--- config.mk ---
export PLATFORM = sky130hd
export DESIGN_NAME = panel_init_seq
export DESIGN_NICKNAME = d
export VERILOG_FILES = /design/src/rtl/pis_pkg.sv /design/src/rtl/pis_byte_tx.sv /design/src/rtl/pis_delay.sv /design/src/rtl/pis_ctrl.sv /design/src/rtl/panel_init_seq.sv
export SDC_FILE = /design/constraint.sdc
export NUM_CORES = 1
export LEC_CHECK = 0
export CELL_PAD_IN_SITES_DETAIL_PLACEMENT = 1
export CELL_PAD_IN_SITES_GLOBAL_PLACEMENT = 1
export CORE_MARGIN = 2
export CORE_UTILIZATION = 45
export DETAILED_ROUTE_END_ITERATION = 8
export GPL_TIMING_DRIVEN = 0
export PLACE_DENSITY = 0.86
export SETUP_SLACK_MARGIN = 0.2
export SYNTH_ARGS = -nofsm -noshare
export SYNTH_HDL_FRONTEND = slang
export SYNTH_SLANG_ARGS = --single-unit
--- constraint.sdc ---
create_clock -name clk -period 4.7 [get_ports clk]
set_input_delay 0.94 -clock clk [delete_from_list [all_inputs] [get_ports clk]]
set_output_delay 0.94 -clock clk [all_outputs]
set_load 0.1 [all_outputs]
--- src/rtl/pis_pkg.sv ---
package pis_pkg;

    localparam logic [7:0] CMD_WAKE  = 8'h11;
    localparam logic [7:0] CMD_PIXFMT = 8'h3A;
    localparam logic [7:0] PAR_RGB16 = 8'h55;
    localparam logic [7:0] PAR_RGB18 = 8'h66;
    localparam logic [7:0] CMD_DISPON = 8'h29;

    typedef enum logic [3:0] {
        ST_IDLE,
        ST_RST_LOW,
        ST_RST_SETTLE,
        ST_WAKE_TX,
        ST_WAKE_WAIT,
        ST_FMT_CMD,
        ST_FMT_PAR,
        ST_FRAME_GAP,
        ST_ON_CMD,
        ST_DONE
    } seq_state_e;

    typedef struct packed {
        seq_state_e state;
        logic       fmt18;
        logic       issued;
        logic       prst_n;
        logic       cs_n;
    } ctl_regs_t;

endpackage

--- src/rtl/pis_byte_tx.sv ---
module pis_byte_tx #(
    parameter int HALF_DIV = 3
) (
    input  logic       clk,
    input  logic       rst_n,
    input  logic       load_i,
    input  logic [7:0] byte_i,
    input  logic       dc_i,
    output logic       active_o,
    output logic       done_o,
    output logic       sck_o,
    output logic       mosi_o,
    output logic       dc_o
);

    localparam int DW = $clog2(HALF_DIV + 1);
    localparam logic [DW-1:0] DIV_LAST = DW'(HALF_DIV - 1);

    typedef struct packed {
        logic [7:0]    sh;
        logic [2:0]    bitn;
        logic [DW-1:0] div;
        logic          sck;
        logic          active;
        logic          dc;
        logic          done;
    } tx_regs_t;

    tx_regs_t q, d;

    always_comb begin
        d      = q;
        d.done = 1'b0;
        if (!q.active) begin
            if (load_i) begin
                d.sh     = byte_i;
                d.dc     = dc_i;
                d.active = 1'b1;
                d.div    = '0;
                d.sck    = 1'b0;
                d.bitn   = '0;
            end
        end else if (q.div == DIV_LAST) begin
            d.div = '0;
            if (!q.sck) begin
                d.sck = 1'b1;
            end else begin
                d.sck = 1'b0;
                if (q.bitn == 3'd7) begin
                    d.active = 1'b0;
                    d.done   = 1'b1;
                end else begin
                    d.bitn = q.bitn + 3'd1;
                    d.sh   = {q.sh[6:0], 1'b0};
                end
            end
        end else begin
            d.div = q.div + DW'(1);
        end
    end

    always_ff @(posedge clk or negedge rst_n) begin
        if (!rst_n) q <= '0;
        else        q <= d;
    end

    assign active_o = q.active;
    assign done_o   = q.done;
    assign sck_o    = q.sck;
    assign mosi_o   = q.sh[7];
    assign dc_o     = q.dc;

endmodule

--- src/rtl/pis_delay.sv ---
module pis_delay #(
    parameter int CW = 8
) (
    input  logic          clk,
    input  logic          rst_n,
    input  logic          load_i,
    input  logic [CW-1:0] len_i,
    output logic          expired_o
);

    typedef struct packed {
        logic [CW-1:0] cnt;
        logic          run;
        logic          exp;
    } dly_regs_t;

    dly_regs_t q, d;

    always_comb begin
        d     = q;
        d.exp = 1'b0;
        if (load_i) begin
            d.cnt = len_i;
            d.run = 1'b1;
        end else if (q.run) begin
            if (q.cnt <= CW'(1)) begin
                d.run = 1'b0;
                d.exp = 1'b1;
            end else begin
                d.cnt = q.cnt - CW'(1);
            end
        end
    end

    always_ff @(posedge clk or negedge rst_n) begin
        if (!rst_n) q <= '0;
        else        q <= d;
    end

    assign expired_o = q.exp;

endmodule

--- src/rtl/pis_ctrl.sv ---
module pis_ctrl
    import pis_pkg::*;
#(
    parameter int CW       = 8,
    parameter int RST_CYC  = 10,
    parameter int POST_CYC = 5,
    parameter int WAKE_CYC = 120
) (
    input  logic          clk,
    input  logic          rst_n,
    input  logic          start_i,
    input  logic          fmt18_i,
    input  logic          tx_done_i,
    input  logic          dly_exp_i,
    output logic          tx_load_o,
    output logic [7:0]    tx_byte_o,
    output logic          tx_dc_o,
    output logic          dly_load_o,
    output logic [CW-1:0] dly_len_o,
    output logic          panel_rst_n_o,
    output logic          cs_n_o,
    output logic          busy_o,
    output logic          done_o
);

    localparam ctl_regs_t CTL_RESET = '{
        state:  ST_IDLE,
        fmt18:  1'b0,
        issued: 1'b0,
        prst_n: 1'b1,
        cs_n:   1'b1
    };

    ctl_regs_t q, d;
    logic      is_send;
    logic      is_wait;

    always_comb begin
        is_send = (q.state == ST_WAKE_TX) || (q.state == ST_FMT_CMD) ||
                  (q.state == ST_FMT_PAR) || (q.state == ST_ON_CMD);
        is_wait = (q.state == ST_RST_LOW) || (q.state == ST_RST_SETTLE) ||
                  (q.state == ST_WAKE_WAIT);

        tx_byte_o = CMD_WAKE;
        tx_dc_o   = 1'b0;
        unique case (q.state)
            ST_FMT_CMD: tx_byte_o = CMD_PIXFMT;
            ST_FMT_PAR: begin
                tx_byte_o = q.fmt18 ? PAR_RGB18 : PAR_RGB16;
                tx_dc_o   = 1'b1;
            end
            ST_ON_CMD:  tx_byte_o = CMD_DISPON;
            default:    tx_byte_o = CMD_WAKE;
        endcase

        dly_len_o = CW'(RST_CYC);
        if (q.state == ST_RST_SETTLE) dly_len_o = CW'(POST_CYC);
        if (q.state == ST_WAKE_WAIT)  dly_len_o = CW'(WAKE_CYC);

        tx_load_o  = is_send && !q.issued;
        dly_load_o = is_wait && !q.issued;

        d = q;
        if ((is_send || is_wait) && !q.issued) begin
            d.issued = 1'b1;
        end

        unique case (q.state)
            ST_IDLE: begin
                if (start_i) begin
                    d.state  = ST_RST_LOW;
                    d.fmt18  = fmt18_i;
                    d.prst_n = 1'b0;
                    d.issued = 1'b0;
                end
            end
            ST_RST_LOW: begin
                if (q.issued && dly_exp_i) begin
                    d.state  = ST_RST_SETTLE;
                    d.prst_n = 1'b1;
                    d.issued = 1'b0;
                end
            end
            ST_RST_SETTLE: begin
                if (q.issued && dly_exp_i) begin
                    d.state  = ST_WAKE_TX;
                    d.cs_n   = 1'b0;
                    d.issued = 1'b0;
                end
            end
            ST_WAKE_TX: begin
                if (q.issued && tx_done_i) begin
                    d.state  = ST_WAKE_WAIT;
                    d.cs_n   = 1'b1;
                    d.issued = 1'b0;
                end
            end
            ST_WAKE_WAIT: begin
                if (q.issued && dly_exp_i) begin
                    d.state  = ST_FMT_CMD;
                    d.cs_n   = 1'b0;
                    d.issued = 1'b0;
                end
            end
            ST_FMT_CMD: begin
                if (q.issued && tx_done_i) begin
                    d.state  = ST_FMT_PAR;
                    d.issued = 1'b0;
                end
            end
            ST_FMT_PAR: begin
                if (q.issued && tx_done_i) begin
                    d.state  = ST_FRAME_GAP;
                    d.cs_n   = 1'b1;
                    d.issued = 1'b0;
                end
            end
            ST_FRAME_GAP: begin
                d.state  = ST_ON_CMD;
                d.cs_n   = 1'b0;
                d.issued = 1'b0;
            end
            ST_ON_CMD: begin
                if (q.issued && tx_done_i) begin
                    d.state  = ST_DONE;
                    d.cs_n   = 1'b1;
                    d.issued = 1'b0;
                end
            end
            default: d.state = ST_DONE;
        endcase
    end

    always_ff @(posedge clk or negedge rst_n) begin
        if (!rst_n) q <= CTL_RESET;
        else        q <= d;
    end

    assign panel_rst_n_o = q.prst_n;
    assign cs_n_o        = q.cs_n;
    assign busy_o        = (q.state != ST_IDLE) && (q.state != ST_DONE);
    assign done_o        = (q.state == ST_DONE);

endmodule

--- src/rtl/panel_init_seq.sv ---
module panel_init_seq #(
    parameter int CLK_HZ    = 100_000_000,
    parameter int HALF_DIV  = 3,
    parameter int DLY_SCALE = 1,
    parameter int RST_MS    = 10,
    parameter int POST_MS   = 5,
    parameter int WAKE_MS   = 120
) (
    input  logic clk,
    input  logic rst_n,
    input  logic start_i,
    input  logic fmt18_i,
    output logic panel_rst_n_o,
    output logic cs_n_o,
    output logic dc_o,
    output logic sck_o,
    output logic mosi_o,
    output logic busy_o,
    output logic done_o
);

    localparam int CYC_MS   = CLK_HZ / 1000 / DLY_SCALE;
    localparam int RST_CYC  = RST_MS * CYC_MS;
    localparam int POST_CYC = POST_MS * CYC_MS;
    localparam int WAKE_CYC = WAKE_MS * CYC_MS;
    localparam int MAX_A    = (RST_CYC > POST_CYC) ? RST_CYC : POST_CYC;
    localparam int MAX_CYC  = (MAX_A > WAKE_CYC) ? MAX_A : WAKE_CYC;
    localparam int CW       = $clog2(MAX_CYC + 1);

    logic          tx_load;
    logic [7:0]    tx_byte;
    logic          tx_dc;
    logic          tx_active;
    logic          tx_done;
    logic          dly_load;
    logic [CW-1:0] dly_len;
    logic          dly_exp;

    pis_ctrl #(
        .CW       (CW),
        .RST_CYC  (RST_CYC),
        .POST_CYC (POST_CYC),
        .WAKE_CYC (WAKE_CYC)
    ) i_ctrl (
        .clk           (clk),
        .rst_n         (rst_n),
        .start_i       (start_i),
        .fmt18_i       (fmt18_i),
        .tx_done_i     (tx_done),
        .dly_exp_i     (dly_exp),
        .tx_load_o     (tx_load),
        .tx_byte_o     (tx_byte),
        .tx_dc_o       (tx_dc),
        .dly_load_o    (dly_load),
        .dly_len_o     (dly_len),
        .panel_rst_n_o (panel_rst_n_o),
        .cs_n_o        (cs_n_o),
        .busy_o        (busy_o),
        .done_o        (done_o)
    );

    pis_byte_tx #(
        .HALF_DIV (HALF_DIV)
    ) i_tx (
        .clk      (clk),
        .rst_n    (rst_n),
        .load_i   (tx_load),
        .byte_i   (tx_byte),
        .dc_i     (tx_dc),
        .active_o (tx_active),
        .done_o   (tx_done),
        .sck_o    (sck_o),
        .mosi_o   (mosi_o),
        .dc_o     (dc_o)
    );

    pis_delay #(
        .CW (CW)
    ) i_dly (
        .clk       (clk),
        .rst_n     (rst_n),
        .load_i    (dly_load),
        .len_i     (dly_len),
        .expired_o (dly_exp)
    );

endmodule

==> impl_metrics.json <==
{
  "run_status": "completed",
  "power.density_nw_per_um2": 726,
  "ctsResizeCount": 0,
  "placed_cell_area_um2": 3080,
  "cp.arrival_ps": 3130,
  "pre_cts_ws_ps": 976,
  "area_delta_synth_final_pct": 12.1,
  "hold_viol": 0,
  "worstPathMaxFanout": 10,
  "fp.dieW_um": 83.8,
  "post_cts_buffers": 0,
  "setup_violations": 0,
  "root_buffer": "clkbuf_8",
  "end_kind": "output port",
  "multiInputGateArea_um2": 1480,
  "fmax_mhz": 245,
  "required_ps": 3760,
  "cts.sinks": 51,
  "io_pins": 11,
  "power.leakage_nw": 1.31,
  "clkTransAtPathRegs_ps": 100,
  "worstHoldPathCells": 1,
  "die-area_um2": 7020,
  "r2r_start": "i_dly.q[20]",
  "start_util_pct": 45.9,
  "grt_overflow": 0,
  "r2r_end": "i_dly.q[22]",
  "grt_use_total_pct": 22.5,
  "routabilityCongestion": 0.863,
  "synth-seq-area-share_pct": 44.6,
  "clock_latency_ps": 310,
  "peakVddDrop_uv": 436,
  "worst-setup-path-type": "reg2out",
  "syn_area_um2": 2870,
  "min_to": "i_tx.mosi_o",
  "rsz0062_at_grt": "false",
  "drtIter0Drc": 68,
  "cts_buffer_depth": 2,
  "syn_inst": 293,
  "totalWireLength_mm": 7.30,
  "wl_per_cell_um": 18.8,
  "maxSlewViolCount": 0,
  "layout.nets": 319,
  "grt_first_pass_wirelength_mm": 12.9,
  "drc_errors": 0,
  "ys.flop_type": "dfrtp_1",
  "syn_nets": 301,
  "slew_headroom_pct": 19.4,
  "vias": 2439,
  "fillers": 723,
  "async_flop_share_pct": 100,
  "num_rows": 29,
  "synth-seq-cells": 51,
  "avgSynthCellArea_um2": 9.78,
  "diodes": 0,
  "antenna_left": 0,
  "layout_commonest_cell": "dfrtp_1",
  "min-delay-start": "i_tx.mosi_o",
  "viasPerCell": 6.27,
  "numCtsBuffers": 5,
  "fin_setup_tns_ps": 0,
  "min_period_ps": 4070,
  "start_kind": "flip-flop",
  "hp-class": "reg2reg",
  "h-tree-depth": 2,
  "synth_edf_count": 0,
  "drive_gt1_share_pct": 12.5,
  "antenna_found_initial": 0,
  "dp_hpwl_mm": 5.20,
  "dieHeight_um": 83.8,
  "final-seq-area_um2": 1280,
  "yosys_warnings": 0,
  "worstMarginPinSlew_ps": 1200,
  "hold_buffers": 0,
  "setup_ws_ps": 625,
  "coreArea_um2": 6240,
  "synth_cell_types": 59,
  "period_share_pct": 86.7,
  "dr.pass1.iters": 4,
  "numPlacedInstances": 381,
  "regToRegSetupSlack_ps": 2060,
  "cts_tree": "yes",
  "instances_no_fill": 389,
  "stdcell_area_um2": 3210,
  "portBuffers": 10,
  "fin_worst_skew_ps": 6.30,
  "grt_max_degree": 30,
  "maxCapViolations": 0,
  "layout_common_cells": "49 x dfrtp_1, 19 x o21ai_0, 18 x nor2_1",
  "ff2ff_path_depth": 5,
  "first_global_vias": 2576
}
[area by class of cell]
class,count,share of cell area (%)
plain buffers,19,2.34
clock buffers,5,2.14
clock inverters,3,2.10
inverters,9,1.05
multi-input cells,214,46.0
flip-flops and latches,51,39.8
well taps,77,3.00
repair buffers,11,3.58
[report_power, final]
group          switching, mW  total [mW]  internal, mW
combinational          0.756        1.19         0.432
clock                  0.156       0.369         0.212
sequential             0.164       0.778         0.614
total                   1.08        2.33          1.26
[stage by stage]
stage               hold WS, ps  total power, mW  util (%)
finish                      486             2.33      51.5
global route                518             2.51      51.5
CTS                         490             2.35      51.5
detailed placement          470             1.97      49.3
global placement            459             1.92      49.1
floorplan                   453             1.65         -
[synth_stat cells (3+ instances only)]
master | instances | area (um^2)
and3b_1 | 4 | 35.0
o21ai_0 | 19 | 95.1
buf_2 | 3 | 15.0
a21o_1 | 5 | 37.5
a22o_1 | 3 | 26.3
and3_1 | 4 | 25.0
or2_2 | 6 | 37.5
dfrtp_1 | 49 | 1230
nor4_1 | 6 | 37.5
or4_1 | 8 | 60.1
nand3b_1 | 3 | 22.5
ha_1 | 4 | 50.1
clkbuf_1 | 15 | 56.3
o22ai_1 | 3 | 18.8
o211ai_1 | 4 | 30.0
xor2_1 | 5 | 43.8
nand2b_1 | 4 | 25.0
nand3_1 | 4 | 20.0
mux2_2 | 7 | 78.8
nor2_1 | 18 | 67.6
a31oi_1 | 9 | 56.3
inv_1 | 9 | 33.8
nor3_1 | 7 | 35.0
mux2i_1 | 7 | 70.1
o31ai_1 | 8 | 60.1
o21bai_1 | 3 | 22.5
nor2b_1 | 4 | 25.0
or3_1 | 9 | 56.3
a21oi_1 | 14 | 70.1
nand2_1 | 13 | 48.8
[kinds of logic after synthesis]
kind of cell	after synthesis	share of synthesized area (%)
AO/OA/AOI/OAI	85	20.1
multiplexers	14	5.19
flip-flops	51	44.6
AND/OR/NAND/NOR	104	22.4
adder cells (fa/ha/maj)	4	1.75
buffers and inverters	28	3.80
XOR/XNOR	7	2.14
[per-layer routing]
metal | GRT usage [%] | vias up | routed length (um)
met1 | 29.4 | 1248 | 3330
met4 | 5.57 | 0 | 119
met3 | 3.46 | 13 | 169
met2 | 39.3 | 35 | 3690
li1 | - | 1143 | -
met5 | 0 | - | 0
[state kept, by name, summed over array words and instances (netlist names)]
| signal | count |
|---|---|
| i_dly.q | 25 |
| i_tx.dc_o | 1 |
| i_tx.mosi_o | 1 |
| i_ctrl.q | 6 |
| i_ctrl.cs_n_o | 1 |
| i_dly.expired_o | 1 |
| i_ctrl.panel_rst_n_o | 1 |
| i_tx.q | 12 |
| i_tx.sck_o | 1 |
| i_tx.active_o | 1 |
| i_tx.done_o | 1 |
[worst max path at each step]
stage | slack, ps | depth (start not counted) | endpoint | start
2_1_floorplan | 1810 | 4 | done_o | i_ctrl.q[4]
3_3_place_gp | 990 | 5 | done_o | i_ctrl.q[4]
3_5_place_dp | 980 | 5 | done_o | i_ctrl.q[4]
4_1_cts | 610 | 5 | done_o | i_ctrl.q[4]
5_1_grt | 430 | 5 | done_o | i_ctrl.q[4]
6_report | 630 | 5 | done_o | i_ctrl.q[4]
[worst max-delay path: stages (launching register included)]
cell             delay (ps)
dfrtp_1                 410
clkbuf_1                370
buf_1                   430
nor2b_1                 290
and3b_1                 200
clkdlybuf4s50_1        1120
(Power assumes the default switching activity.)
